<file path="src/rtl/agu_pkg.sv">
package agu_pkg;

    localparam int ADDR_W   = 32;
    localparam int NARROW_W = 8;
    localparam int SCALE_W  = 2;
    localparam int STEP_W   = 3;
    localparam int MODE_W   = 3;

    typedef logic [ADDR_W-1:0] addr_t;

    typedef enum logic [MODE_W-1:0] {
        AM_REG_IND  = 3'd0,
        AM_POST_INC = 3'd1,
        AM_PRE_DEC  = 3'd2,
        AM_INDEXED  = 3'd3,
        AM_PC_REL   = 3'd4,
        AM_SCALED   = 3'd5,
        AM_IMM      = 3'd6,
        AM_REG_DIR  = 3'd7
    } amode_e;

    typedef struct packed {
        amode_e              mode;
        addr_t               base;
        addr_t               index;
        addr_t               pc;
        addr_t               disp;
        logic                disp_wide;
        logic [SCALE_W-1:0]  scale;
        logic [STEP_W-1:0]   step;
    } agu_req_t;

    typedef struct packed {
        addr_t ea;
        addr_t wb;
        logic  wb_en;
        logic  mem;
    } agu_rsp_t;

    function automatic logic mode_writes_back(amode_e m);
        return (m == AM_POST_INC) || (m == AM_PRE_DEC);
    endfunction

    function automatic logic mode_needs_mem(amode_e m);
        return !((m == AM_IMM) || (m == AM_REG_DIR));
    endfunction

endpackage

</file>
<file path="src/rtl/agu_disp_ext.sv">
module agu_disp_ext #(
    parameter int ADDR_W   = 32,
    parameter int NARROW_W = 8
) (
    input  logic [ADDR_W-1:0] disp_in,
    input  logic              wide,
    output logic [ADDR_W-1:0] disp_out
);
    localparam int PAD_W = ADDR_W - NARROW_W;

    logic [ADDR_W-1:0] narrow_ext;

    // The sign bit of the short field fills every upper bit.
    assign narrow_ext = {{PAD_W{disp_in[NARROW_W-1]}}, disp_in[NARROW_W-1:0]};
    assign disp_out   = wide ? disp_in : narrow_ext;

endmodule

</file>
<file path="src/rtl/agu_index_scaler.sv">
module agu_index_scaler #(
    parameter int ADDR_W  = 32,
    parameter int SCALE_W = 2
) (
    input  logic [ADDR_W-1:0]  index_in,
    input  logic [SCALE_W-1:0] scale,
    output logic [ADDR_W-1:0]  scaled_out
);
    localparam int N_SHIFT = 1 << SCALE_W;

    logic [ADDR_W-1:0] cand [N_SHIFT];

    // One fixed shift per scale code; the code then picks one of them.
    for (genvar g = 0; g < N_SHIFT; g++) begin : g_shift
        assign cand[g] = index_in << g;
    end

    assign scaled_out = cand[scale];

endmodule

</file>
<file path="src/rtl/agu_addr_calc.sv">
module agu_addr_calc
    import agu_pkg::*;
(
    input  agu_req_t req,
    output agu_rsp_t rsp
);
    localparam int STEP_PAD = ADDR_W - STEP_W;

    addr_t disp_x;
    addr_t scaled_idx;
    addr_t step_x;

    agu_disp_ext #(
        .ADDR_W   (ADDR_W),
        .NARROW_W (NARROW_W)
    ) u_disp (
        .disp_in  (req.disp),
        .wide     (req.disp_wide),
        .disp_out (disp_x)
    );

    agu_index_scaler #(
        .ADDR_W  (ADDR_W),
        .SCALE_W (SCALE_W)
    ) u_scale (
        .index_in   (req.index),
        .scale      (req.scale),
        .scaled_out (scaled_idx)
    );

    assign step_x = {{STEP_PAD{1'b0}}, req.step};

    always_comb begin
        rsp.ea    = req.base;
        rsp.wb    = req.base;
        rsp.wb_en = mode_writes_back(req.mode);
        rsp.mem   = mode_needs_mem(req.mode);
        case (req.mode)
            AM_REG_IND: begin
                rsp.ea = req.base;
            end
            AM_POST_INC: begin
                // Access at the old value; the register moves afterwards.
                rsp.ea = req.base;
                rsp.wb = req.base + step_x;
            end
            AM_PRE_DEC: begin
                // The register moves first; the access uses the new value.
                rsp.wb = req.base - step_x;
                rsp.ea = req.base - step_x;
            end
            AM_INDEXED: begin
                rsp.ea = req.base + disp_x;
            end
            AM_PC_REL: begin
                rsp.ea = req.pc + disp_x;
            end
            AM_SCALED: begin
                rsp.ea = req.base + scaled_idx + disp_x;
            end
            default: begin
                rsp.ea = req.base;
            end
        endcase
    end

endmodule

</file>
<file path="src/rtl/agu_top.sv">
module agu_top
    import agu_pkg::*;
(
    input  logic                clk,
    input  logic                rst,
    input  logic                in_valid,
    input  logic [MODE_W-1:0]   mode,
    input  logic [ADDR_W-1:0]   base_val,
    input  logic [ADDR_W-1:0]   index_val,
    input  logic [ADDR_W-1:0]   pc_val,
    input  logic [ADDR_W-1:0]   disp,
    input  logic                disp_wide,
    input  logic [SCALE_W-1:0]  scale,
    input  logic [STEP_W-1:0]   step,
    output logic                out_valid,
    output logic [ADDR_W-1:0]   eff_addr,
    output logic [ADDR_W-1:0]   wb_value,
    output logic                wb_en,
    output logic                mem_access
);
    localparam int STEP_PAD = ADDR_W - STEP_W;

    agu_req_t req;
    agu_rsp_t rsp;
    agu_rsp_t rsp_q;
    logic     valid_q;

    always_comb begin
        req.mode      = amode_e'(mode);
        req.base      = base_val;
        req.index     = index_val;
        req.pc        = pc_val;
        req.disp      = disp;
        req.disp_wide = disp_wide;
        req.scale     = scale;
        req.step      = step;
    end

    agu_addr_calc u_calc (
        .req (req),
        .rsp (rsp)
    );

    always_ff @(posedge clk) begin
        if (rst) begin
            valid_q <= 1'b0;
            rsp_q   <= '0;
        end else begin
            valid_q     <= in_valid;
            rsp_q.ea    <= rsp.ea;
            rsp_q.wb    <= rsp.wb;
            rsp_q.wb_en <= in_valid & rsp.wb_en;
            rsp_q.mem   <= in_valid & rsp.mem;
        end
    end

    assign out_valid  = valid_q;
    assign eff_addr   = rsp_q.ea;
    assign wb_value   = rsp_q.wb;
    assign wb_en      = rsp_q.wb_en;
    assign mem_access = rsp_q.mem;

    a_r2_valid_follows: assert property (@(posedge clk) disable iff (rst)
        in_valid |=> out_valid);

    a_r2_idle_follows: assert property (@(posedge clk) disable iff (rst)
        !in_valid |=> !out_valid);

    a_r2_quiet_when_idle: assert property (@(posedge clk) disable iff (rst)
        !out_valid |-> (!wb_en && !mem_access));

    a_r4_post_inc_order: assert property (@(posedge clk) disable iff (rst)
        (in_valid && mode == AM_POST_INC) |=>
            (eff_addr == $past(base_val) &&
             wb_value == $past(base_val) + {{STEP_PAD{1'b0}}, $past(step)}));

    a_r5_pre_dec_order: assert property (@(posedge clk) disable iff (rst)
        (in_valid && mode == AM_PRE_DEC) |=>
            (eff_addr == wb_value &&
             wb_value == $past(base_val) - {{STEP_PAD{1'b0}}, $past(step)}));

    a_r10_no_mem_access: assert property (@(posedge clk) disable iff (rst)
        (in_valid && (mode == AM_IMM || mode == AM_REG_DIR)) |=>
            (!mem_access && !wb_en));

    a_r11_we_only_autoidx: assert property (@(posedge clk) disable iff (rst)
        (in_valid && mode != AM_POST_INC && mode != AM_PRE_DEC) |=> !wb_en);

    a_r11_mem_for_memory_modes: assert property (@(posedge clk) disable iff (rst)
        (in_valid && mode <= AM_SCALED) |=> mem_access);

endmodule

</file>
<file path="config.mk">
export PLATFORM = sky130hd
export DESIGN_NAME = agu_top
export DESIGN_NICKNAME = d
export VERILOG_FILES = /design/src/rtl/agu_pkg.sv /design/src/rtl/agu_disp_ext.sv /design/src/rtl/agu_index_scaler.sv /design/src/rtl/agu_addr_calc.sv /design/src/rtl/agu_top.sv
export SDC_FILE = /design/constraint.sdc
export NUM_CORES = 1
export LEC_CHECK = 0
export BUFFER_PORTS_ARGS = -buffer_cell sky130_fd_sc_hd__buf_2
export CAP_MARGIN = 15
export CORE_MARGIN = 8
export CORE_UTILIZATION = 39
export DETAILED_ROUTE_END_ITERATION = 16
export PLACE_DENSITY = 0.61
export SLEW_MARGIN = 30
export SYNTH_ARGS = -nofsm -noshare
export SYNTH_HDL_FRONTEND = slang
export SYNTH_SLANG_ARGS = --single-unit
</file>
<file path="constraint.sdc">
create_clock -name clk -period 5.82 [get_ports clk]
set_input_delay 0.291 -clock clk [delete_from_list [all_inputs] [get_ports clk]]
set_output_delay 0.291 -clock clk [all_outputs]
set_load 0.005 [all_outputs]
</file>
==> impl_metrics.csv, run 1 <==
group,metric,value,unit
run_status,status,"complete, no violations",
power,total_power,2.616,mW
global_routing,overflow,0,
drt,first_iter_violations,943,
global_routing,grt_pass1_vias,9264,
global_routing,grt_max_degree,67,
cells_and_area,nNetsFinal,1576,
place,dpl.cell_count,1641,
synth,netlist_top_cells_area,"dfxtp_1, ha_1, fa_1",
sta,final.min_clock_period,4.436,ns
power,pwr_density_cell,241.4,mW/mm²
drt,drcViolationCount,0,
drt,wirelength,34.39,mm
drt,vias,9594,
sta,fmax,225.4,MHz
cells_and_area,drive_above_1_share,0.2362,
sta,tns,0,ns
critical_path,cp-startpoint,"scale[0]",
drt,avgViaCountPerCell,5.790,
clocking,cts_sinks,67,
die,start_util,0.3964,
drt,drt-pass1-iter-count,5,
cells_and_area,area_growth,16.49,%
synth,ys.warnings.count,0,
synth,syn_area,0.009304,mm²
clocking,cts_root_buf,"clkbuf_16",
die,core-area,0.02347,mm²
sta,rsz0062_at_grt,"false",
synth,yosysSeqAreaShare,0.1442,
synth,yosys.area.top_type_share,0.1442,
synth,syn_avg_cell_area,7.818,µm²
cells_and_area,n_antenna_cell,0,
die,rows,56,
synth,ys.flop_type,"dfxtp_1",
synth,ys_async_sr_fraction,0,
critical_path,worstSetupPathType,"input port to flip-flop",
sta,setup-violations-final,0,
synth,synth_fp_nets,1433,
die,die_x,170.5,µm
clocking,cts_setup_buffers,0,
synth,yosys.cell_types.count,78,
critical_path,end_kind,"flip-flop",
sta,worst_slew_pin_slew,1.014,ns
global_routing,track_usage,0.2323,
clocking,cts_buffers,9,
cells_and_area,n_fill_cell,2412,
clocking,cts.clk_slew.worst_paths,0.06,ns
cells_and_area,instances_no_fill,1657,
sta,slew_viol_final,0,
synth,synth.most_common_cell,"nor2_1",
synth,synth-edff-count,0,
sta,hold_viol_final,0,
clocking,cts_buffer_depth,2,
die,die-area,0.02905,mm²
critical_path,start_kind,"input port",
clocking,cts_resized,0,
die,ios,207,
critical_path,critPathArrivalTime,4.62,ns
synth,postSynthCellCount,1190,
place,dpl.hpwl,28.34,mm
sta,finalCritPeriodShare,0.7622,
global_routing,antenna_found_initial,0,
hold_path,min_path_type,"input port to flip-flop",
drt,drt-wirelength-per-cell,20.75,µm
drt,postRouteAntennaNets,0,
place,place.gp.congestion,0.9285,
power,ir_drop,0.0001069,V
cells_and_area,utilization,0.4617,
clocking,holdBufCountCts,0,
global_routing,grt_pass1_wl,53.00,mm
synth,synth_top_area_cell,"dfxtp_1",
run,cap_violations,0,
synth,yosys-top-cells-count,"nor2_1, nand2_1, a21oi_1",
clocking,htreeDepth,3,
hold_path,min_from,"in_valid",
power,p_leak,4.632,nW
sta,relSlewSlack,0.3212,
place,portBuffers,206,
synth,yosys_register_bits,67,
clocking,cts_tree,"built",
critical_path,crit_path_max_fanout,25,
die,dieHeight,170.5,µm
critical_path,crit_required,6.00,ns
[metal layers]
layer / track usage / routed length (µm) / vias up
met3: 0.04101 / 2906 / 37
met4: 0.06178 / 620 / 0
li1: - / - / 4646
met5: 0 / 0 / -
met1: 0.3564 / 16930 / 4503
met2: 0.3227 / 13930 / 408
[state kept, by name, indices dropped and copies added (netlist names)]
register	count
wb_value	32
wb_en	1
out_valid	1
eff_addr	32
mem_access	1
[logic make-up after synthesis]
kind of cell / count (synthesis) / share of synthesized area
xor+xnor: 91 / 0.08566
mux: 59 / 0.1033
simple gates: 415 / 0.2134
buf+inv: 122 / 0.05191
compound gates: 333 / 0.2348
fa+ha+maj: 103 / 0.1668
flops: 67 / 0.1442
[cells in the final DEF (no fill, tap or decap), drive strengths merged, types with 22 or more instances in the layout]
| cell type | synthesis | layout |
|---|---|---|
| buf | 14 | 218 |
| xnor2 | 60 | 60 |
| a211oi | 29 | 29 |
| o21ai | 70 | 70 |
| nor3 | 38 | 38 |
| nand3 | 28 | 28 |
| fa | 35 | 35 |
| a21o | 22 | 22 |
| nor2 | 130 | 130 |
| mux2 | 26 | 26 |
| dfxtp | 67 | 67 |
| a21oi | 88 | 88 |
| ha | 68 | 68 |
| mux4 | 27 | 27 |
| nand2 | 123 | 123 |
| inv | 36 | 36 |
| xor2 | 31 | 31 |
[final timing paths]
kind / slack, ns / depth (start not counted) / endpoint
max: 1.38 / 14 / eff_addr[30]$_SDFF_PP0_
min: 0.19 / 3 / out_valid$_SDFF_PP0_
[stage by stage]
step | hold WS [ns] | area (µm²) | setup slack [ns]
finish | 0.1908 | 10840 | 1.384
global route | 0.2196 | 10840 | 0.9742
CTS | 0.1845 | 10840 | 1.380
detailed placement | 0.5320 | 10490 | 1.043
global placement | 0.5352 | 10490 | 1.041
floorplan | 0.4270 | 9304 | 1.230
[where the power goes]
group	switching (mW)	internal, mW	total (mW)
Clock	0.214	0.431	0.645
Sequential	0.0136	0.501	0.514
Combinational	0.883	0.575	1.46
Total	1.11	1.51	2.62
[layout make-up]
cell class	count	area (µm²)	share of cell area
flip-flops and latches	67	1341	0.1238
clock inverters	6	112.6	0.01039
clock buffers	10	239.0	0.02205
well taps	319	399.1	0.03683
inverters	36	135.1	0.01247
repair buffers	218	1121	0.1034
multi-input cells	1001	7490	0.6911
[critical path, cell delays in order]
cell,delay (ns)
buf_2,0.52
buf_4,0.36
mux4_2,0.55
fa_1,0.44
ha_1,0.40
a21oi_1,0.19
o221ai_1,0.13
a31oi_1,0.40
o311a_2,0.32
nor3_1,0.07
o41ai_1,0.31
xnor2_1,0.15
a221oi_1,0.36
a211oi_2,0.11
(Power assumes the default switching activity.)
==> inputs of run 2 (changes only) <==
ABC_AREA = 1   (was default)
clock period = 3.8 ns   (was 5.82 ns; I/O delays follow)
==> run 2 against run 1 <==
Hold slack got worse by 0.11 ns. Sequential power up 54%. Routed wire length up 52%. Global-route usage grew 5.8 points. Synthesized cell count rose by 74%. Non-clock buffer count grew 13. Synthesized area is 23% higher. Utilization down 0.17 points. Cell area grew 22%. Critical path depth is 5 higher. Critical path type unchanged. Largest cell class unchanged.
==> impl_metrics.csv, run 2 <==
group,metric,value,unit
clocking,holdBufCountCts,0,
sta,slew_viol_final,0,
sta,relSlewSlack,0.3306,
hold_path,min_path_type,"input port to flip-flop",
synth,yosys.cell_types.count,47,
place,dp_slack,0.08573,ns
hold_path,min_from,"in_valid",
synth,synth.most_common_cell,"nand2_1",
synth,synth_top_area_cell,"nand2_1",
drt,wirelength,52.22,mm
die,ios,207,
critical_path,crit_top_cell,"nand2_1",
synth,synth_fa_ha_area_frac,0.1353,
synth,postSynthCellCount,2070,
sta,setup_ws,0.4725,ns
place,portBuffers,206,
synth,synth-simple-area-share,0.4400,
critical_path,start_kind,"input port",
drt,vias,14270,
drt,first_iter_violations,1597,
sta,tns,0,ns
clocking,cts_buffer_depth,2,
cells_and_area,final_cell_mix,"nand2_1, inv_1, buf_2, nor2_1, nand3_1",
cells_and_area,drive_above_1_share,0.1454,
critical_path,crit_chain,"buf_2 > nor2_1 > inv_2 > buf_4 > nand2_1 > fa_1 > ha_1 > nand2_1 > inv_1 > nand2_1 > nor3_1 > and2_1 > nand2_1 > nand2_1 > nand2_1 > nand3_1 > nand3_1 > nand2_1 > inv_1",
critical_path,worstSetupPathType,"input port to flip-flop",
power,pwr_density_cell,318.1,mW/mm²
critical_path,end_kind,"flip-flop",
synth,netlist_top_cells_area,"nand2_1, dfxtp_1, inv_1",
global_routing,grt_pass1_wl,79.22,mm
sta,hold_viol_final,0,
clocking,cts_sinks,67,
critical_path,cp_slowest_cell,"fa_1",
die,die_x,187.5,µm
sta,worst_slew_pin_slew,1.003,ns
die,rows,62,
sta,setup-violations-final,0,
cells_and_area,seq_area,0.001341,mm²
critical_path,cpPeakStageDelay,0.49,ns
drt,drt-wirelength-per-cell,19.68,µm
drt,drt-pass1-iter-count,6,
clocking,cts_setup_buffers,0,
die,dieHeight,187.5,µm
clocking,cts_resized,0,
clocking,cts_root_buf,"clkbuf_16",
global_routing,grt_max_degree,63,
synth,syn_area,0.01147,mm²
cells_and_area,utilization,0.4600,
drt,avgViaCountPerCell,5.377,
sta,fmax,300.5,MHz
critical_path,crit_path_max_fanout,20,
cells_and_area,multiInputGateArea,0.008534,mm²
critical_path,critPathArrivalTime,3.59,ns
global_routing,track_usage,0.2901,
global_routing,antenna_found_initial,3,
synth,synth-edff-count,0,
cells_and_area,nNetsFinal,2507,
clocking,htreeDepth,3,
run_status,status,"complete, no violations",
clocking,cts_buffers,9,
place,place.gp.congestion,1.028,
cells_and_area,n_fill_cell,3251,
synth,synthXorXnorAreaFrac,0.002291,
die,start_util,0.3974,
sta,rsz0062_at_grt,"false",
synth,ys_async_sr_fraction,0,
power,p_leak,7.531,nW
synth,yosys_register_bits,67,
drt,drcViolationCount,0,
cells_and_area,area_growth,15.75,%
clocking,cts.clk_slew.worst_paths,0.06,ns
clocking,cts_tree,"built",
critical_path,cp-startpoint,"disp_wide",
critical_path,crit_required,4.06,ns
place,dpl.hpwl,44.37,mm
cells_and_area,final_common_cell,"nand2_1",
synth,yosys.area.top_type_share,0.2265,
synth,ys.warnings.count,0,
synth,synth_top_family_by_area,"simple AND/OR/NAND/NOR gates",
synth,synth_compound_area_frac,0.1298,
global_routing,grt_pass1_vias,13540,
sta,final.min_clock_period,3.327,ns
drt,postRouteAntennaNets,0,
synth,syn_avg_cell_area,5.540,µm²
synth,ys.flop_type,"dfxtp_1",
synth,synthMuxAreaShare,0.03677,
sta,finalCritPeriodShare,0.8756,
synth,yosys-top-cells-count,"nand2_1, inv_1, nor2_1",
die,core-area,0.02886,mm²
run,cap_violations,0,
critical_path,crit_path_end,"eff_addr[29]$_SDFF_PP0_",
global_routing,overflow,0,
synth,synth_fp_nets,2313,
die,die-area,0.03515,mm²
power,ir_drop,0.0001450,V
synth,yosysSeqAreaShare,0.1170,
==> run 2: logic make-up after synthesis <==
family | Yosys count
xor gates and xnor gates | 3
adders and majority gates | 103
muxes | 42
DFF | 67
buffers and inverters | 412
and+or+nand+nor | 1170
AOI/OAI and AO/OA | 273
==> run 2: critical path, delay by kind of cell <==
kind / cells / cell delay [ns]
AND/OR/NAND/NOR: 12 / 1.62
adder cells (fa/ha/maj): 2 / 0.89
buffers and inverters: 5 / 0.88
==> run 2: final cells by class <==
class,count,area share
multi-input combinational,1591,0.6429
inverter,364,0.1033
sequential,67,0.1010
timing repair buffer,231,0.09369
tap,384,0.03619
clock buffer,9,0.01697
clock inverter,7,0.005749
antenna,1,0.0001885
==> run 2: power by group <==
| part | switching, mW | internal (mW) | leakage [nW] | total, mW |
|---|---|---|---|---|
| Sequential | 0.0226 | 0.768 | 0.557 | 0.790 |
| Combinational | 1.71 | 0.835 | 6.83 | 2.55 |
| Clock | 0.371 | 0.512 | 0.142 | 0.883 |
==> run 2: layer usage <==
layer,part of all wire,vias to the layer above,GRT usage
li1,-,6983,-
met1,0.45,6515,0.3984
met2,0.43,664,0.4557
met3,0.084,104,0.04213
met4,0.034,4,0.1015
met5,0.00044,-,0
==> run 2: worst min-delay path by stage <==
stage / end / slack (ns) / depth (start not counted)
floorplan: out_valid$_SDFF_PP0_ / 0.33 / 2
finish: out_valid$_SDFF_PP0_ / 0.08 / 3
global route: mem_access$_SDFF_PP0_ / 0.10 / 3
detailed placement: out_valid$_SDFF_PP0_ / 0.45 / 3
CTS: out_valid$_SDFF_PP0_ / 0.08 / 3
global placement: out_valid$_SDFF_PP0_ / 0.42 / 3
==> run 2: per-stage QoR <==
| stage | std cells | total power, mW | area (µm²) | hold slack, ns |
|---|---|---|---|---|
| final | 2654 | 4.223 | 13280 | 0.08083 |
| after global routing | 2654 | 4.562 | 13280 | 0.1043 |
| after floorplan | 2070 | 2.447 | 11470 | 0.3262 |
| after detailed placement | 2637 | 3.297 | 12970 | 0.4461 |
| after global placement | 2637 | 3.299 | 12970 | 0.4247 |
| after CTS | 2653 | 4.191 | 13270 | 0.07695 |
==> inputs of run 3 (changes only) <==
CORE_ASPECT_RATIO = 1.25   (was default)
==> run 3 against run 2 <==
Sequential cell count is the same. Clock power shrank 4.1%. Hold slack lost 0.0022 ns. Fmax decreased by 4.2%.
==> impl_metrics.csv, run 3 (synthesis results as in run 2) <==
group,metric,value,unit
power,p_comb_frac,0.609,
sta,hold-worst-slack,0.07861,ns
drt,wirelength,52.90,mm
power,p_int,2.086,mW
clocking,cts.clk_slew.worst_paths,0.06,ns
place,portBuffers,206,
hold_path,hold_path_depth,3,
die,rows,70,
sta,setup_ws,0.3281,ns
clocking,cts_root_buf,"clkbuf_16",
sta,final.min_clock_period,3.472,ns
die,core-area,0.02908,mm²
cells_and_area,seq_area,0.001341,mm²
cells_and_area,n_fill_cell,3310,
power,pwr-share-clk,0.202,
power,swShare,0.5017,
power,pwr-share-seq,0.189,
hold_path,min_from,"in_valid",
global_routing,overflow,0,
place,dpl.hpwl,45.20,mm
sta,worst_slew_pin_slew,0.9229,ns
place,dp_slack,-0.01826,ns
global_routing,antenna_found_initial,2,
cells_and_area,multiInputGateArea,0.008534,mm²
die,die-area,0.03518,mm²
drt,vias,14060,
critical_path,critPathArrivalTime,3.71,ns
critical_path,crit_path_max_fanout,17,
drt,drt-wirelength-per-cell,19.79,µm
drt,avgViaCountPerCell,5.262,
clocking,cts_tree,"built",
sta,slew_viol_final,0,
clocking,htreeDepth,3,
drt,drt-pass1-iter-count,6,
sta,relSlewSlack,0.3841,
power,power_switching,2.101,mW
sta,fmax,288.0,MHz
cells_and_area,final_common_cell,"nand2_1",
sta,rsz0062_at_grt,"false",
sta,hold_viol_final,0,
critical_path,end_kind,"flip-flop",
die,die_x,169.4,µm
global_routing,grt_pass1_wl,79.78,mm
run,cap_violations,0,
cells_and_area,drive_above_1_share,0.1477,
cells_and_area,final_cell_mix,"nand2_1, inv_1, buf_2, nor2_1, nand3_1",
power,ir_drop,0.0001899,V
run_status,status,"complete, no violations",
sta,setup-violations-final,0,
cells_and_area,area_growth,16.08,%
die,dieHeight,207.7,µm
global_routing,track_usage,0.2962,
clocking,cts_resized,0,
critical_path,worstSetupPathType,"input port to flip-flop",
clocking,cts_buffer_depth,2,
critical_path,crit_required,4.04,ns
clocking,holdBufCountCts,0,
clocking,cts_buffers,9,
cells_and_area,nNetsFinal,2513,
critical_path,start_kind,"input port",
hold_path,min_path_type,"input port to flip-flop",
global_routing,grt_pass1_vias,13890,
hold_path,min_to,"out_valid$_SDFF_PP0_",
die,start_util,0.3944,
drt,first_iter_violations,1192,
clocking,cts_setup_buffers,0,
sta,finalCritPeriodShare,0.9137,
global_routing,grt_max_degree,42,
clocking,cts_sinks,67,
die,ios,207,
power,p_leak,7.546,nW
power,pwr_density_cell,314.5,mW/mm²
drt,postRouteAntennaNets,0,
place,place.gp.congestion,0.9626,
drt,drcViolationCount,0,
run 3: cell types whose count changed in the layout (fill, tap and decap cells not counted):
| cell | previous run | this run |
|---|---|---|
| buf_4 | 23 | 30 |
| clkbuf_8 | 0 | 2 |
| buf_12 | 2 | 1 |
| bufinv_16 | 1 | 0 |
| clkinv_4 | 1 | 0 |
| clkinvlp_4 | 2 | 3 |
| diode_2 | 1 | 2 |
| inv_6 | 2 | 1 |
run 3: final cells by class:
class / count / area share
multi-input cells: 1591 / 0.6411
inverters: 364 / 0.1030
flip-flops and latches: 67 / 0.1008
repair buffers: 237 / 0.09586
well taps: 396 / 0.03722
clock buffers: 11 / 0.01898
clock inverters: 5 / 0.002726
diodes: 2 / 0.0003759
run 3: through the flow:
stage          total power, mW  TNS (ns)  instances    util  cell area [µm²]
6_report                 4.187         0       2673  0.4578            13310
3_5_place_dp             3.318  -0.01826       2655  0.4477            13020
4_1_cts                  4.168         0       2671  0.4577            13310
3_3_place_gp             3.311         0       2655  0.4477            13020
5_1_grt                  4.534         0       2673  0.4578            13310
2_1_floorplan            2.447         0       2070       -            11470
run 3: worst max path at each step:
stage,depth (start not counted),startpoint,end
final,19,scale[0],eff_addr[21]$_SDFF_PP0_
after global routing,19,scale[0],eff_addr[21]$_SDFF_PP0_
after CTS,19,scale[0],eff_addr[21]$_SDFF_PP0_
after detailed placement,19,scale[0],eff_addr[21]$_SDFF_PP0_
after global placement,19,scale[0],eff_addr[21]$_SDFF_PP0_
after floorplan,21,scale[0],eff_addr[31]$_SDFF_PP0_
run 3: routing by layer:
layer  up-vias  GRT usage  share of wire
li1       6977          -              -
met1      6445     0.3732           0.43
met2       533     0.4982           0.47
met3       109    0.02530          0.055
met4         0     0.1440          0.048
met5         -          0              0
run 3: power groups by stage:
stage / clock network (mW) / registers (mW) / logic [mW]
after floorplan: 0 / 0.809 / 1.64
after CTS: 0.855 / 0.790 / 2.52
after detailed placement: 0 / 0.805 / 2.51
after global placement: 0 / 0.805 / 2.51
final: 0.847 / 0.789 / 2.55
after global routing: 0.883 / 0.795 / 2.86
run 3: worst max-delay path, cell delays in order:
cell and delay [ns]:
buf_2 0.40, buf_4 0.25, mux2i_1 0.19, inv_1 0.07, nand2_1 0.06, o21ai_0 0.10
fa_1 0.45, ha_1 0.38, nand2_1 0.12, nor2_1 0.23, inv_1 0.08, nor2_1 0.28
nand4_1 0.29, nand3_1 0.16, nand2_1 0.05, nand3_1 0.14, nand3_1 0.09, nand2_1 0.09
inv_1 0.05
